$ cat src/rtl/blkwr_pkg.sv
package blkwr_pkg;

  typedef enum logic {
    ST_TRAN = 1'b0,
    ST_RCV  = 1'b1
  } wr_state_e;

  localparam logic [5:0] CMD_STOP   = 6'd12;
  localparam logic [5:0] CMD_SETCNT = 6'd23;
  localparam logic [5:0] CMD_WR1    = 6'd24;
  localparam logic [5:0] CMD_WRN    = 6'd25;

  localparam int E_RANGE = 0;
  localparam int E_LEN   = 1;
  localparam int E_MIS   = 2;
  localparam int E_CRC   = 3;
  localparam int E_ILL   = 4;

  // control -> datapath strobes
  typedef struct packed {
    logic       ld23;      // capture set-block-count argument
    logic       clr23;     // forget pending count
    logic       start;     // open a transfer
    logic       multi;     // transfer is multi-block
    logic       advance;   // one block accepted
    logic       finish;    // transfer closed
    logic [3:0] latchErr;  // sticky error bits to set
  } strobe_t;

endpackage

$ cat src/rtl/blkwr_dpath.sv
module blkwr_dpath
  import blkwr_pkg::*;
#(
  parameter int ARG_W       = 32,
  parameter int LEN_W       = 16,
  parameter int CNT_W       = 16,
  parameter int SECT_BYTES  = 512,
  parameter int MEM_BYTES   = 32'h0010_0000,
  parameter int REL_SECTORS = 8,
  parameter bit PARTIAL_OK  = 1'b1
) (
  input  logic             clk,
  input  logic             rstN,
  input  strobe_t          st,
  input  logic [ARG_W-1:0] cmdArg,
  input  logic [LEN_W-1:0] blkLen,
  output logic             cmdRangeBad,
  output logic             cmdLenBad,
  output logic             cmdMisBad,
  output logic             blkRangeBad,
  output logic             blkMisBad,
  output logic             lastBlk,
  output logic             relMode,
  output logic [3:0]       stickyErr,
  output logic [ARG_W-1:0] curAddr
);

  localparam int OFF_W = $clog2(SECT_BYTES);
  localparam int REL_BYTES = REL_SECTORS * SECT_BYTES;
  localparam logic [LEN_W:0] SECT_L = (LEN_W+1)'(SECT_BYTES);
  localparam logic [ARG_W:0] MEM_L = (ARG_W+1)'(MEM_BYTES);
  localparam logic [ARG_W-1:0] REL_MASK = ARG_W'(REL_BYTES - 1);

  logic [CNT_W-1:0] cnt23;
  logic             rel23Req;
  logic             cmd23Valid;
  logic [CNT_W-1:0] blkCnt;
  logic             counted;
  logic             cnt23Live;
  logic             relOk;
  logic [ARG_W:0]   endAddr;

  function automatic logic crosses(input logic [ARG_W-1:0] a, input logic [LEN_W-1:0] len);
    logic [LEN_W:0] sum;
    sum = (LEN_W+1)'(a[OFF_W-1:0]) + {1'b0, len};
    return sum > SECT_L;
  endfunction

  assign cmdLenBad   = (blkLen == '0) || ({1'b0, blkLen} > SECT_L) ||
                       (!PARTIAL_OK && ({1'b0, blkLen} != SECT_L));
  assign cmdRangeBad = {1'b0, cmdArg} >= MEM_L;
  assign cmdMisBad   = !cmdLenBad && crosses(cmdArg, blkLen);
  assign cnt23Live   = cmd23Valid && (cnt23 != '0);

  assign relOk = rel23Req && ({1'b0, blkLen} == SECT_L) &&
                 (((cnt23 == CNT_W'(1)) && (cmdArg[OFF_W-1:0] == '0)) ||
                  ((cnt23 == CNT_W'(REL_SECTORS)) && ((cmdArg & REL_MASK) == '0)));

  assign endAddr     = {1'b0, curAddr} + (ARG_W+1)'(blkLen);
  assign blkRangeBad = endAddr > MEM_L;
  assign blkMisBad   = crosses(curAddr, blkLen);
  assign lastBlk     = counted && (blkCnt == CNT_W'(1));

  always_ff @(posedge clk) begin
    if (!rstN) begin
      cnt23      <= '0;
      rel23Req   <= 1'b0;
      cmd23Valid <= 1'b0;
      blkCnt     <= '0;
      counted    <= 1'b0;
      relMode    <= 1'b0;
      stickyErr  <= '0;
      curAddr    <= '0;
    end else begin
      if (st.clr23) cmd23Valid <= 1'b0;
      if (st.ld23) begin
        cnt23      <= cmdArg[CNT_W-1:0];
        rel23Req   <= cmdArg[ARG_W-1];
        cmd23Valid <= 1'b1;
      end
      if (st.start) begin
        curAddr   <= cmdArg;
        counted   <= !st.multi || cnt23Live;
        blkCnt    <= st.multi ? cnt23 : CNT_W'(1);
        relMode   <= st.multi && cnt23Live && relOk;
        stickyErr <= '0;
      end
      if (st.advance) begin
        curAddr <= curAddr + ARG_W'(blkLen);
        if (counted) blkCnt <= blkCnt - CNT_W'(1);
      end
      if (st.latchErr != '0) stickyErr <= stickyErr | st.latchErr;
      if (st.finish) begin
        counted <= 1'b0;
        relMode <= 1'b0;
      end
    end
  end


  cnt_live_chk: assert property (@(posedge clk) disable iff (!rstN)
    counted |-> (blkCnt != '0));


  rel_counted_chk: assert property (@(posedge clk) disable iff (!rstN)
    relMode |-> counted);

endmodule

$ cat src/rtl/blkwr_ctrl.sv
module blkwr_ctrl
  import blkwr_pkg::*;
#(
  parameter int ARG_W = 32,
  parameter int CMD_W = 6
) (
  input  logic             clk,
  input  logic             rstN,
  input  logic             cmdValid,
  input  logic [CMD_W-1:0] cmdIdx,
  input  logic             blkValid,
  input  logic             blkCrcOk,
  input  logic             cmdRangeBad,
  input  logic             cmdLenBad,
  input  logic             cmdMisBad,
  input  logic             blkRangeBad,
  input  logic             blkMisBad,
  input  logic             lastBlk,
  input  logic [3:0]       stickyErr,
  input  logic [ARG_W-1:0] curAddr,
  output strobe_t          st,
  output logic             rcvState,
  output logic             rspValid,
  output logic [4:0]       rspErr,
  output logic             progReq,
  output logic [ARG_W-1:0] progAddr
);

  wr_state_e  state, stNext;
  logic       rspVNext, progNext;
  logic [4:0] rspENext;

  always_comb begin
    st       = '0;
    stNext   = state;
    rspVNext = 1'b0;
    rspENext = '0;
    progNext = 1'b0;
    if (cmdValid) begin
      rspVNext = 1'b1;
      st.clr23 = (cmdIdx != CMD_SETCNT);
      case (cmdIdx)
        CMD_STOP: begin
          if (state == ST_RCV) begin
            rspENext  = {1'b0, stickyErr};
            st.finish = 1'b1;
            stNext    = ST_TRAN;
          end else begin
            rspENext[E_ILL] = 1'b1;
          end
        end
        CMD_SETCNT: st.ld23 = (state == ST_TRAN);
        CMD_WR1, CMD_WRN: begin
          if (state == ST_TRAN) begin
            rspENext[E_RANGE] = cmdRangeBad;
            rspENext[E_LEN]   = cmdLenBad;
            rspENext[E_MIS]   = cmdMisBad;
            if (!(cmdRangeBad || cmdLenBad || cmdMisBad)) begin
              st.start = 1'b1;
              st.multi = (cmdIdx == CMD_WRN);
              stNext   = ST_RCV;
            end
          end
        end
        default: ;
      endcase
    end else if (blkValid && (state == ST_RCV) && (stickyErr == '0)) begin
      if (!blkCrcOk)        st.latchErr[E_CRC]   = 1'b1;
      else if (blkRangeBad) st.latchErr[E_RANGE] = 1'b1;
      else if (blkMisBad)   st.latchErr[E_MIS]   = 1'b1;
      else begin
        st.advance = 1'b1;
        progNext   = 1'b1;
        if (lastBlk) begin
          st.finish = 1'b1;
          stNext    = ST_TRAN;
        end
      end
    end
  end

  always_ff @(posedge clk) begin
    if (!rstN) begin
      state    <= ST_TRAN;
      rspValid <= 1'b0;
      rspErr   <= '0;
      progReq  <= 1'b0;
      progAddr <= '0;
    end else begin
      state    <= stNext;
      rspValid <= rspVNext;
      rspErr   <= rspENext;
      progReq  <= progNext;
      if (progNext) progAddr <= curAddr;
    end
  end

  assign rcvState = (state == ST_RCV);


  prog_in_rcv_chk: assert property (@(posedge clk) disable iff (!rstN)
    progReq |-> $past(state == ST_RCV));


  illegal_stop_chk: assert property (@(posedge clk) disable iff (!rstN)
    (rspValid && rspErr[E_ILL]) |-> ($past(state == ST_TRAN) && (state == ST_TRAN)));


  err_in_tran_chk: assert property (@(posedge clk) disable iff (!rstN)
    (rspValid && (rspErr != '0)) |-> (state == ST_TRAN));

endmodule

$ cat src/rtl/blkwr_ctl.sv
module blkwr_ctl
  import blkwr_pkg::*;
#(
  parameter int ARG_W       = 32,
  parameter int LEN_W       = 16,
  parameter int CNT_W       = 16,
  parameter int CMD_W       = 6,
  parameter int SECT_BYTES  = 512,
  parameter int MEM_BYTES   = 32'h0010_0000,
  parameter int REL_SECTORS = 8,
  parameter bit PARTIAL_OK  = 1'b1
) (
  input  logic             clk,
  input  logic             rstN,
  input  logic             cmdValid,
  input  logic [CMD_W-1:0] cmdIdx,
  input  logic [ARG_W-1:0] cmdArg,
  input  logic [LEN_W-1:0] blkLen,
  input  logic             blkValid,
  input  logic             blkCrcOk,
  output logic             rcvState,
  output logic             relMode,
  output logic             rspValid,
  output logic [4:0]       rspErr,
  output logic             progReq,
  output logic [ARG_W-1:0] progAddr
);

  strobe_t          st;
  logic             cmdRangeBad, cmdLenBad, cmdMisBad;
  logic             blkRangeBad, blkMisBad, lastBlk;
  logic [3:0]       stickyErr;
  logic [ARG_W-1:0] curAddr;

  blkwr_ctrl #(.ARG_W(ARG_W), .CMD_W(CMD_W)) uCtrl (
    .clk(clk), .rstN(rstN), .cmdValid(cmdValid), .cmdIdx(cmdIdx),
    .blkValid(blkValid), .blkCrcOk(blkCrcOk),
    .cmdRangeBad(cmdRangeBad), .cmdLenBad(cmdLenBad), .cmdMisBad(cmdMisBad),
    .blkRangeBad(blkRangeBad), .blkMisBad(blkMisBad), .lastBlk(lastBlk),
    .stickyErr(stickyErr), .curAddr(curAddr), .st(st),
    .rcvState(rcvState), .rspValid(rspValid), .rspErr(rspErr),
    .progReq(progReq), .progAddr(progAddr)
  );

  blkwr_dpath #(
    .ARG_W(ARG_W), .LEN_W(LEN_W), .CNT_W(CNT_W), .SECT_BYTES(SECT_BYTES),
    .MEM_BYTES(MEM_BYTES), .REL_SECTORS(REL_SECTORS), .PARTIAL_OK(PARTIAL_OK)
  ) uDpath (
    .clk(clk), .rstN(rstN), .st(st), .cmdArg(cmdArg), .blkLen(blkLen),
    .cmdRangeBad(cmdRangeBad), .cmdLenBad(cmdLenBad), .cmdMisBad(cmdMisBad),
    .blkRangeBad(blkRangeBad), .blkMisBad(blkMisBad), .lastBlk(lastBlk),
    .relMode(relMode), .stickyErr(stickyErr), .curAddr(curAddr)
  );

endmodule

$ cat config.mk
export PLATFORM = sky130hd
export DESIGN_NAME = blkwr_ctl
export DESIGN_NICKNAME = d
export VERILOG_FILES = /design/src/rtl/blkwr_pkg.sv /design/src/rtl/blkwr_dpath.sv /design/src/rtl/blkwr_ctrl.sv /design/src/rtl/blkwr_ctl.sv
export SDC_FILE = /design/constraint.sdc
export NUM_CORES = 1
export LEC_CHECK = 0
export BUFFER_PORTS_ARGS = -buffer_cell sky130_fd_sc_hd__buf_4
export CAP_MARGIN = 15
export CORE_UTILIZATION = 63
export DETAILED_ROUTE_END_ITERATION = 8
export GPL_ROUTABILITY_DRIVEN = 1
export PLACE_DENSITY = 0.87
export SYNTH_ARGS = -nofsm -noshare
export SYNTH_HDL_FRONTEND = slang
export SYNTH_SLANG_ARGS = --single-unit
$ cat constraint.sdc
create_clock -name clk -period 8.2 [get_ports clk]
set_clock_uncertainty 0.05 [all_clocks]
set_input_delay 0.82 -clock clk [delete_from_list [all_inputs] [get_ports clk]]
set_output_delay 0.82 -clock clk [all_outputs]
set_load 0.005 [all_outputs]
==> results of run 1 <==
==> worst max-delay path, stage by stage <==
cell and delay (ns):
buf_4 0.12, ha_1 0.23, fa_1 0.44, a211oi_2 0.26
nor3_1 0.15, or3_1 0.41, a2111oi_2 0.44, nand4_1 0.16
nor4_1 0.30, a41oi_1 0.40, or4_2 1.30, or4_1 0.59
nand3_1 0.09
==> power breakdown <==
part | internal, W | leakage, nW | switching, W
Combinational | 0.0000471 | 2.14 | 0.0000687
Sequential | 0.000540 | 0.894 | 0.000000816
Clock | 0.000148 | 0.103 | 0.000218
Total | 0.000735 | 3.14 | 0.000287
==> path summary, 6_finish.rpt <==
check                        to               from
min reg2reg   uCtrl.progAddr[9]  uCtrl.progAddr[9]
max          uDpath.curAddr[17]          blkLen[0]
max reg2reg  uDpath.curAddr[17]  uDpath.curAddr[0]
min           uCtrl.progAddr[9]  uCtrl.progAddr[9]
==> per-layer routing <==
layer	vias to the layer above	part of all wire [%]
met2	413	44
li1	3489	-
met1	3419	43
met5	-	0
met4	0	4.1
met3	61	9.1
==> area by class of cell <==
class	instances	share of cell area [%]
tap	140	2.194
clock inverter	7	1.050
timing repair buffer	105	9.873
clock buffer	9	1.551
sequential	111	27.83
multi-input combinational	717	56.93
inverter	12	0.5642
==> registers in the layout, indices dropped and copies added, names as in the netlist <==
| name | cells |
|---|---|
| uCtrl.rspValid | 1 |
| uDpath.rel23Req | 1 |
| uCtrl.progAddr | 32 |
| uDpath.blkCnt | 16 |
| uCtrl.rspErr | 5 |
| uCtrl.rcvState | 1 |
| uDpath.curAddr | 32 |
| uDpath.cmd23Valid | 1 |
| uDpath.cnt23 | 16 |
| uDpath.relMode | 1 |
| uCtrl.progReq | 1 |
| uDpath.counted | 1 |
| uDpath.stickyErr | 3 |
==> cell families after synthesis <==
| logic type | share of synthesized area [%] |
|---|---|
| xor gates and xnor gates | 3.481 |
| adders and majority gates | 5.363 |
| muxes | 3.996 |
| and+or+nand+nor | 31.70 |
| AOI/OAI and AO/OA | 19.84 |
| DFF | 31.54 |
| buffers and inverters | 4.084 |
==> layout by cell type, fill, tap and decap left out, types with 15 or more instances in the layout <==
cell type | synthesis | final
ha_1 | 27 | 27
buf_4 | 0 | 105
dfxtp_1 | 111 | 111
mux2i_1 | 27 | 27
nand2_1 | 104 | 104
o21ai_0 | 31 | 31
xor2_1 | 15 | 15
nor3_1 | 30 | 30
nand3_1 | 66 | 66
and2_1 | 17 | 17
a211oi_1 | 15 | 15
nand4_1 | 32 | 32
and3_1 | 32 | 32
nor4_1 | 25 | 24
nor2_1 | 60 | 59
a21oi_1 | 53 | 53
==> metrics by stage <==
step / power [W] / hold WS (ns)
finish: 0.001022 / 0.4103
global route: 0.001052 / 0.4187
CTS: 0.001022 / 0.4097
global placement: 0.0006647 / 0.3922
detailed placement: 0.0006659 / 0.3937
floorplan: 0.0006175 / 0.3840
==> results.json, run 1 <==
{
  "cap_viol_max_count": 0,
  "io_pins": 100,
  "core_area_mm2": 0.01089,
  "power_density_mw_per_mm2": 128.0,
  "ys_ff_latch": 111,
  "stdcell_count": 1101,
  "dpl_worst_slack_ns": 2.394,
  "seq_area_mm2": 0.002222,
  "synth_top_area_share_pct": 31.54,
  "die_width_um": 107.8,
  "ys.warnings.count": 0,
  "grt_setup_unrepaired": "no",
  "post_cts_buffers": 0,
  "hold_class": "flip-flop to flip-flop",
  "gp_congestion": 0.9524,
  "fmax_mhz": 184.5,
  "wire_per_inst_um": 18.51,
  "ff2ff_setup_slack_ns": 2.96,
  "final_area_mm2": 0.007984,
  "grt_pass1_wl_um": 32220,
  "syn_area_mm2": 0.007046,
  "yosysUniqueCellTypes": 75,
  "postPlaceCellArea_mm2": 0.007776,
  "antennaDiodeCount": 0,
  "grtUsageMet3_pct": 7.627,
  "first_global_vias": 6483,
  "synth.area.top_cells": "dfxtp_1 (32%), nand2_1 (5.5%), ha_1 (4.8%), nand3_1 (4.7%), mux2i_1 (3.8%)",
  "syn_inst": 900,
  "fillers": 948,
  "synth.avg_cell_area_um2": 7.828,
  "dpl.cell_count": 1085,
  "setup_viol": 0,
  "worstSetupEndpointType": "flip-flop",
  "fin_crit_sh_pct": 66.11,
  "initial_core_util_pct": 64.71,
  "num_vias": 7382,
  "viasPerCell": 6.705,
  "antenna_found_initial": 0,
  "min_period_ns": 5.421,
  "drt_iter0_drc": 538,
  "dieArea_mm2": 0.01161,
  "synth_ff_type": "dfxtp_1",
  "areaGrowthSynthToFinish_pct": 13.32,
  "leakage_nw": 3.138,
  "vdd_ir_drop_max_v": 0.0001859,
  "port_buffers": 99,
  "finalHoldViolations": 0,
  "synth_commonest_cells": "dfxtp_1 (111), nand2_1 (104), nand3_1 (66), nor2_1 (60), a21oi_1 (53)",
  "min_path_cells": 2,
  "crit_type": "primary input to flip-flop",
  "synth_async_sr_flop_share_pct": 0,
  "clk_pin_slew_ns": 0.11,
  "cp.arrival_ns": 5.73,
  "grt.busiest_layer": "met2",
  "multi_input_comb_area_mm2": 0.004546,
  "synth_edf_count": 0,
  "drtAntennaViolNets": 0,
  "cts_htree_levels": 3,
  "use_met2_pct": 54.35,
  "ctsHoldBuffers": 0,
  "rows": 38,
  "crit_fanout": 63,
  "num-nets-final": 1044,
  "yosysSeqAreaShare_pct": 31.54,
  "cts-root-buf": "clkbuf_8",
  "fin_util_pct": 73.33,
  "drc_errors": 0,
  "firstDrtPassIters": 5,
  "clockBufferDepth": 2,
  "r2r_cells": 12,
  "grt_max_degree": 76,
  "post_cts_resized": 0,
  "synth_largest_area_cell": "dfxtp_1",
  "synth_most_common_cell": "dfxtp_1",
  "finalWorstSetupSlack_ns": 2.779,
  "fin_setup_tns_ns": 0,
  "outcome": "complete, no violations",
  "worst_pin_slew_ns": 1.194,
  "max_slew_margin_pct": 20.33,
  "finalMaxSlewViolations": 0,
  "synthesis.nets": 988,
  "clock_sinks": 111,
  "critPathRequiredTime_ns": 8.51,
  "start_kind": "primary input",
  "drive_gt1_share_pct": 14.78,
  "grt_util_all_layers_pct": 35.72,
  "grtUsageMet1_pct": 48.10,
  "grt_overflow": 0,
  "dp_hpwl_um": 14960,
  "cts_tree": "done",
  "cts_made_buffers": 9,
  "worst_skew_pair.late_latency_ns": 0.42,
  "drt_wl_total_um": 20380,
  "die_h_um": 107.8
}
No activity file was read; power rests on OpenSTA's default activity.
==> inputs of run 2 (changes only) <==
- CORE_UTILIZATION: 63 -> 53
- PLACE_DENSITY: 0.87 -> 0.78
- clock period: 8.2 -> 4.38 ns (I/O delays scaled with it)
==> results.json, run 2 (synthesis results as in run 1) <==
{
  "first_global_vias": 6762,
  "postPlaceCellArea_mm2": 0.008297,
  "wire_per_inst_um": 18.04,
  "fmax_mhz": 236.0,
  "grt_max_degree": 51,
  "power.total_w": 0.002129,
  "crit_type": "flip-flop to flip-flop",
  "cts_tree": "done",
  "worstSetupEndpointType": "flip-flop",
  "max_slew_margin_pct": 20.88,
  "drtAntennaViolNets": 0,
  "ff2ff_setup_slack_ns": 0.14,
  "areaGrowthSynthToFinish_pct": 23.21,
  "gp_congestion": 0.9656,
  "cap_viol_max_count": 0,
  "cts_made_buffers": 9,
  "fin_crit_sh_pct": 96.74,
  "min_period_ns": 4.237,
  "final_area_mm2": 0.008681,
  "finalMaxSlewViolations": 0,
  "initial_core_util_pct": 55.16,
  "final_common_cell": "buf_4",
  "crit_path_cell_trace": "ha_1, fa_1, a211oi_2, nor3_1, or3_4, a21oi_4, nor3_1, a2111o_1, or4b_1, buf_4, or4_4, a211o_1, o311a_1",
  "dp_hpwl_um": 16480,
  "worst_pin_slew_ns": 1.186,
  "grt_overflow": 0,
  "cp_slowest_stage_delay_ns": 0.54,
  "cp.arrival_ns": 4.45,
  "critPathRequiredTime_ns": 4.59,
  "worst_skew_pair.late_latency_ns": 0.37,
  "clockBufferDepth": 2,
  "start_kind": "flip-flop",
  "grt_setup_unrepaired": "no",
  "die_width_um": 117.3,
  "fillers": 1108,
  "num-nets-final": 1106,
  "worstReg2RegEnd": "uDpath.blkCnt[0]",
  "viasPerCell": 6.272,
  "drc_errors": 0,
  "power_density_mw_per_mm2": 245.3,
  "cts-root-buf": "clkbuf_16",
  "cts_htree_levels": 3,
  "antennaDiodeCount": 0,
  "drt_wl_total_um": 21560,
  "min-delay-start": "cmdValid",
  "slowest_stage": "or4_4",
  "firstDrtPassIters": 5,
  "vdd_ir_drop_max_v": 0.0002658,
  "finalHoldViolations": 0,
  "outcome": "complete, no violations",
  "grt_util_all_layers_pct": 31.77,
  "num_vias": 7495,
  "port_buffers": 99,
  "clk_pin_slew_ns": 0.08,
  "drive_gt1_share_pct": 20.33,
  "stdcell_count": 1195,
  "min_path_cells": 2,
  "clock_sinks": 111,
  "hold_path_end": "uDpath.cmd23Valid",
  "dieArea_mm2": 0.01376,
  "leakage_nw": 3.516,
  "r2r_cells": 13,
  "drt_iter0_drc": 719,
  "rows": 41,
  "largestRegisters": "uCtrl.progAddr x32, uDpath.curAddr x32",
  "crit_fanout": 9,
  "io_pins": 100,
  "antenna_found_initial": 0,
  "core_area_mm2": 0.01277,
  "grt_pass1_wl_um": 33550,
  "hold_class": "primary input to flip-flop",
  "crit_top_cell": "nor3_1",
  "die_h_um": 117.3,
  "final_cell_mix": "buf_4 (162), dfxtp_1 (111), nand2_1 (104)",
  "setup_viol": 0,
  "dpl.cell_count": 1176,
  "r2r-start": "uDpath.curAddr[0]"
}
-- run 2: metal layers --
layer  track usage, %  part of all wire (%)  vias to the layer above
met2            51.25                    45                      333
met1            41.09                    43                     3500
li1                 -                     -                     3605
met5                0                     0                        -
met4            14.09                   3.7                        0
met3            6.334                   8.2                       57
-- run 2: power by group --
group	leakage, nW	total, W	internal, W	switching [W]
clock	0.152	0.000884	0.000470	0.000414
sequential	0.894	0.00101	0.00101	0.00000154
combinational	2.47	0.000234	0.000101	0.000134
total	3.52	0.00213	0.00158	0.000549
-- run 2: cell type report --
cell class | instances | area [µm²] | share of cell area [%]
Sequential cell | 111 | 2222 | 25.60
Clock buffer | 10 | 239.0 | 2.753
Inverter | 12 | 45.04 | 0.5189
Clock inverter | 6 | 75.07 | 0.8648
Timing Repair Buffer | 167 | 1308 | 15.06
Tap cell | 172 | 215.2 | 2.479
Multi-Input combinational cell | 717 | 4577 | 52.72
-- run 2: timing repair --
item,in CTS,in global routing
setup buffers,0,3
resized for setup,0,6
setup endpoints to repair,0,77
hold buffers,0,0
-- run 2: worst max path at each step --
stage / from / endpoint
global placement: blkLen[0] / uDpath.blkCnt[0]
detailed placement: blkLen[0] / uDpath.blkCnt[0]
floorplan: blkLen[0] / uDpath.blkCnt[4]
CTS: uDpath.curAddr[0] / uDpath.blkCnt[0]
finish: uDpath.curAddr[0] / uDpath.blkCnt[0]
global route: uDpath.curAddr[0] / uDpath.blkCnt[0]
-- run 2: per-stage QoR --
stage | util (%) | setup WS, ns | TNS (ns) | hold WS, ns
finish | 67.96 | 0.1427 | 0 | 0.2630
CTS | 67.41 | 0.05606 | 0 | 0.2618
global placement | 64.95 | -0.09389 | -0.6988 | 0.3917
detailed placement | 64.95 | -0.1758 | -5.930 | 0.3974
global route | 67.96 | 0.01184 | 0 | 0.2706
floorplan | - | 0.1145 | 0 | 0.3840
-- run 2: worst max-delay path: cells and delay by family, from the launching register on --
family,cells,cell delay [ns]
compound gates,5,1.20
fa+ha+maj,2,0.65
buf+inv,1,0.16
flops,1,0.33
simple gates,5,1.73
==> inputs of run 3 (changes only) <==
- ABC_AREA: unset -> 1
- CORE_UTILIZATION: 53 -> 54
==> results.json, run 3 <==
{
  "synth.area.mux_share_pct": 0,
  "finalMaxSlewViolations": 0,
  "grt_pass1_wl_um": 36960,
  "drtAntennaViolNets": 0,
  "antennaDiodeCount": 0,
  "synth-compound-area-share_pct": 9.873,
  "cts-root-buf": "clkbuf_16",
  "finalHoldViolations": 0,
  "yosysUniqueCellTypes": 38,
  "dpl.cell_count": 1558,
  "synth_largest_area_cell": "dfxtp_1",
  "start_kind": "flip-flop",
  "ff2ff_setup_slack_ns": 0.76,
  "slowest_stage": "nand2_1",
  "stdcell_count": 1574,
  "drive_gt1_share_pct": 11.33,
  "crit_fanout": 18,
  "cts_made_buffers": 9,
  "io_pins": 100,
  "crit_top_cell": "nor2_1",
  "setup_viol": 0,
  "ctsHoldBuffers": 0,
  "clockBufferDepth": 2,
  "post_cts_buffers": 0,
  "crit_end": "uDpath.curAddr[6]",
  "cts_htree_levels": 3,
  "grt_overflow": 0,
  "areaGrowthSynthToFinish_pct": 14.57,
  "ys_ff_latch": 111,
  "finalWorstSetupSlack_ns": 0.7607,
  "drt_wl_total_um": 22870,
  "synth_edf_count": 0,
  "grtUsageMet3_pct": 5.855,
  "worst_pin_slew_ns": 1.118,
  "core_area_mm2": 0.01404,
  "clock_sinks": 111,
  "critPathRequiredTime_ns": 4.55,
  "synth_top_area_share_pct": 28.19,
  "drt_iter0_drc": 637,
  "outcome": "complete, no violations",
  "syn_area_mm2": 0.007883,
  "grt_max_degree": 62,
  "crit_path_cell_trace": "ha_1, fa_1, nand3_1, nand3_1, nand2_1, nand2_1, xnor2_1, nand2_1, nor2_1, nor2_1, nor2_1, nand2_1, nor2_4, nand3_2, nand2_1, nor2_1, nor2_1, nor2_1",
  "num_vias": 8507,
  "synth_most_common_cell": "nand2_1",
  "initial_core_util_pct": 56.13,
  "grtUsageMet1_pct": 41.82,
  "yosysSeqAreaShare_pct": 28.19,
  "drc_errors": 0,
  "crit_type": "flip-flop to flip-flop",
  "hold_class": "primary input to flip-flop",
  "power.internal_w": 0.001517,
  "cts_tree": "done",
  "grt.busiest_layer": "met2",
  "p_sw_w": 0.0005923,
  "cp.arrival_ns": 3.79,
  "combPwrFrac_pct": 11.5,
  "final_cell_mix": "nand2_1 (349), inv_1 (192), nor2_1 (163)",
  "multi_input_comb_area_mm2": 0.004674,
  "grt_setup_unrepaired": "no",
  "r2r-start": "uDpath.curAddr[0]",
  "leakage_nw": 4.498,
  "rows": 43,
  "p_seq_share_pct": 47.9,
  "ys.warnings.count": 0,
  "synth.area.top_cells": "dfxtp_1 (28%), nand2_1 (17%), inv_1 (9.1%), nor2_1 (7.8%), nand3_1 (7.7%)",
  "syn_inst": 1311,
  "wire_per_inst_um": 14.53,
  "post_cts_resized": 0,
  "gp_congestion": 0.9974,
  "seq_area_mm2": 0.002222,
  "fin_setup_tns_ns": 0,
  "synthesis.nets": 1399,
  "fillers": 1378,
  "num-nets-final": 1477,
  "synth_ff_type": "dfxtp_1",
  "clk_pin_slew_ns": 0.08,
  "cp_slowest_stage_delay_ns": 0.52,
  "startpoint": "uDpath.curAddr[0]",
  "dpl_worst_slack_ns": 0.5467,
  "synth_commonest_cells": "nand2_1 (349), inv_1 (192), nor2_1 (163), nand3_1 (121), dfxtp_1 (111)",
  "largestRegisters": "uCtrl.progAddr x32, uDpath.curAddr x32",
  "p_sw_share_pct": 28.09,
  "vdd_ir_drop_max_v": 0.0002079,
  "dp_hpwl_um": 17790,
  "power_density_mw_per_mm2": 233.5,
  "worst_skew_pair.late_latency_ns": 0.36,
  "final_common_cell": "nand2_1",
  "yosys.area_share.simple_pct": 41.97,
  "worstReg2RegEnd": "uDpath.curAddr[6]",
  "synth-xor-area-share_pct": 2.667,
  "fin_crit_sh_pct": 82.63,
  "r2r_cells": 18,
  "min_period_ns": 3.619,
  "max_slew_margin_pct": 25.27,
  "synthAdderAreaFrac_pct": 4.794,
  "fmax_mhz": 276.3,
  "die_h_um": 122.8,
  "die_width_um": 122.8,
  "synth_top_family_by_area": "simple AND/OR/NAND/NOR gates",
  "first_global_vias": 7673,
  "port_buffers": 99,
  "use_met2_pct": 50.70,
  "grt_util_all_layers_pct": 31.29,
  "dieArea_mm2": 0.01508,
  "worstSetupEndpointType": "flip-flop",
  "firstDrtPassIters": 5,
  "power.total_w": 0.002109,
  "clockPowerShare_pct": 40.6,
  "synth_async_sr_flop_share_pct": 0,
  "cap_viol_max_count": 0,
  "viasPerCell": 5.405,
  "antenna_found_initial": 0,
  "synth.avg_cell_area_um2": 6.013
}
run 3: changes by cell type after synthesis, sizes merged, moves of 27 or more:
| cell | delta |
|---|---|
| and3 | -32 |
| clkbuf | -29 |
| inv | +199 |
| mux2i | -27 |
| nand2 | +248 |
| nand3 | +59 |
| nor2 | +107 |
run 3: kinds of logic after synthesis:
| group | count (synthesis) |
|---|---|
| xor gates and xnor gates | 24 |
| and+or+nand+nor | 754 |
| AOI/OAI and AO/OA | 142 |
| adders and majority gates | 29 |
| DFF | 111 |
| buffers and inverters | 251 |
run 3: per-layer routing:
layer	vias to the layer above	wire, µm
li1	4347	-
met1	3831	10160
met2	294	10470
met3	35	1818
met4	0	416
met5	-	0
run 3: layout make-up:
class	instances	area share, %
clock inverters	7	0.9837
repair buffers	107	8.894
inverters	211	8.770
multi-input cells	949	51.76
clock buffers	9	2.494
flip-flops and latches	111	24.61
well taps	180	2.494
run 3: worst max-delay path, delay by kind of cell, from the launching register on:
family                   cells  cell delay, ns
XOR/XNOR                     1            0.25
adder cells (fa/ha/maj)      2            0.69
flip-flops                   1            0.33
AND/OR/NAND/NOR             15            2.14
run 3: worst min-delay path by stage:
stage	startpoint	end	slack [ns]	cells after the start
finish	cmdValid	uDpath.cmd23Valid	0.27	2
global route	cmdValid	uDpath.cmd23Valid	0.27	2
CTS	cmdValid	uDpath.cmd23Valid	0.26	2
detailed placement	uCtrl.progAddr[26]	uCtrl.progAddr[26]	0.41	2
global placement	uCtrl.progAddr[31]	uCtrl.progAddr[31]	0.40	2
floorplan	uDpath.rel23Req	uDpath.rel23Req	0.37	2
run 3: power groups by stage:
stage | logic [W] | registers, W | clock network, W
2_1_floorplan | 0.000140 | 0.00103 | 0
3_3_place_gp | 0.000236 | 0.00104 | 0
3_5_place_dp | 0.000237 | 0.00104 | 0
4_1_cts | 0.000238 | 0.00101 | 0.000864
5_1_grt | 0.000268 | 0.00101 | 0.000900
6_report | 0.000242 | 0.00101 | 0.000856
run 3: stage by stage:
stage               utilization, %  hold slack [ns]  area, µm²
detailed placement           62.08           0.4071       8717
floorplan                        -           0.3737       7883
finish                       64.31           0.2671       9031
global route                 64.31           0.2658       9031
CTS                          64.31           0.2572       9031
global placement             62.08           0.3974       8717
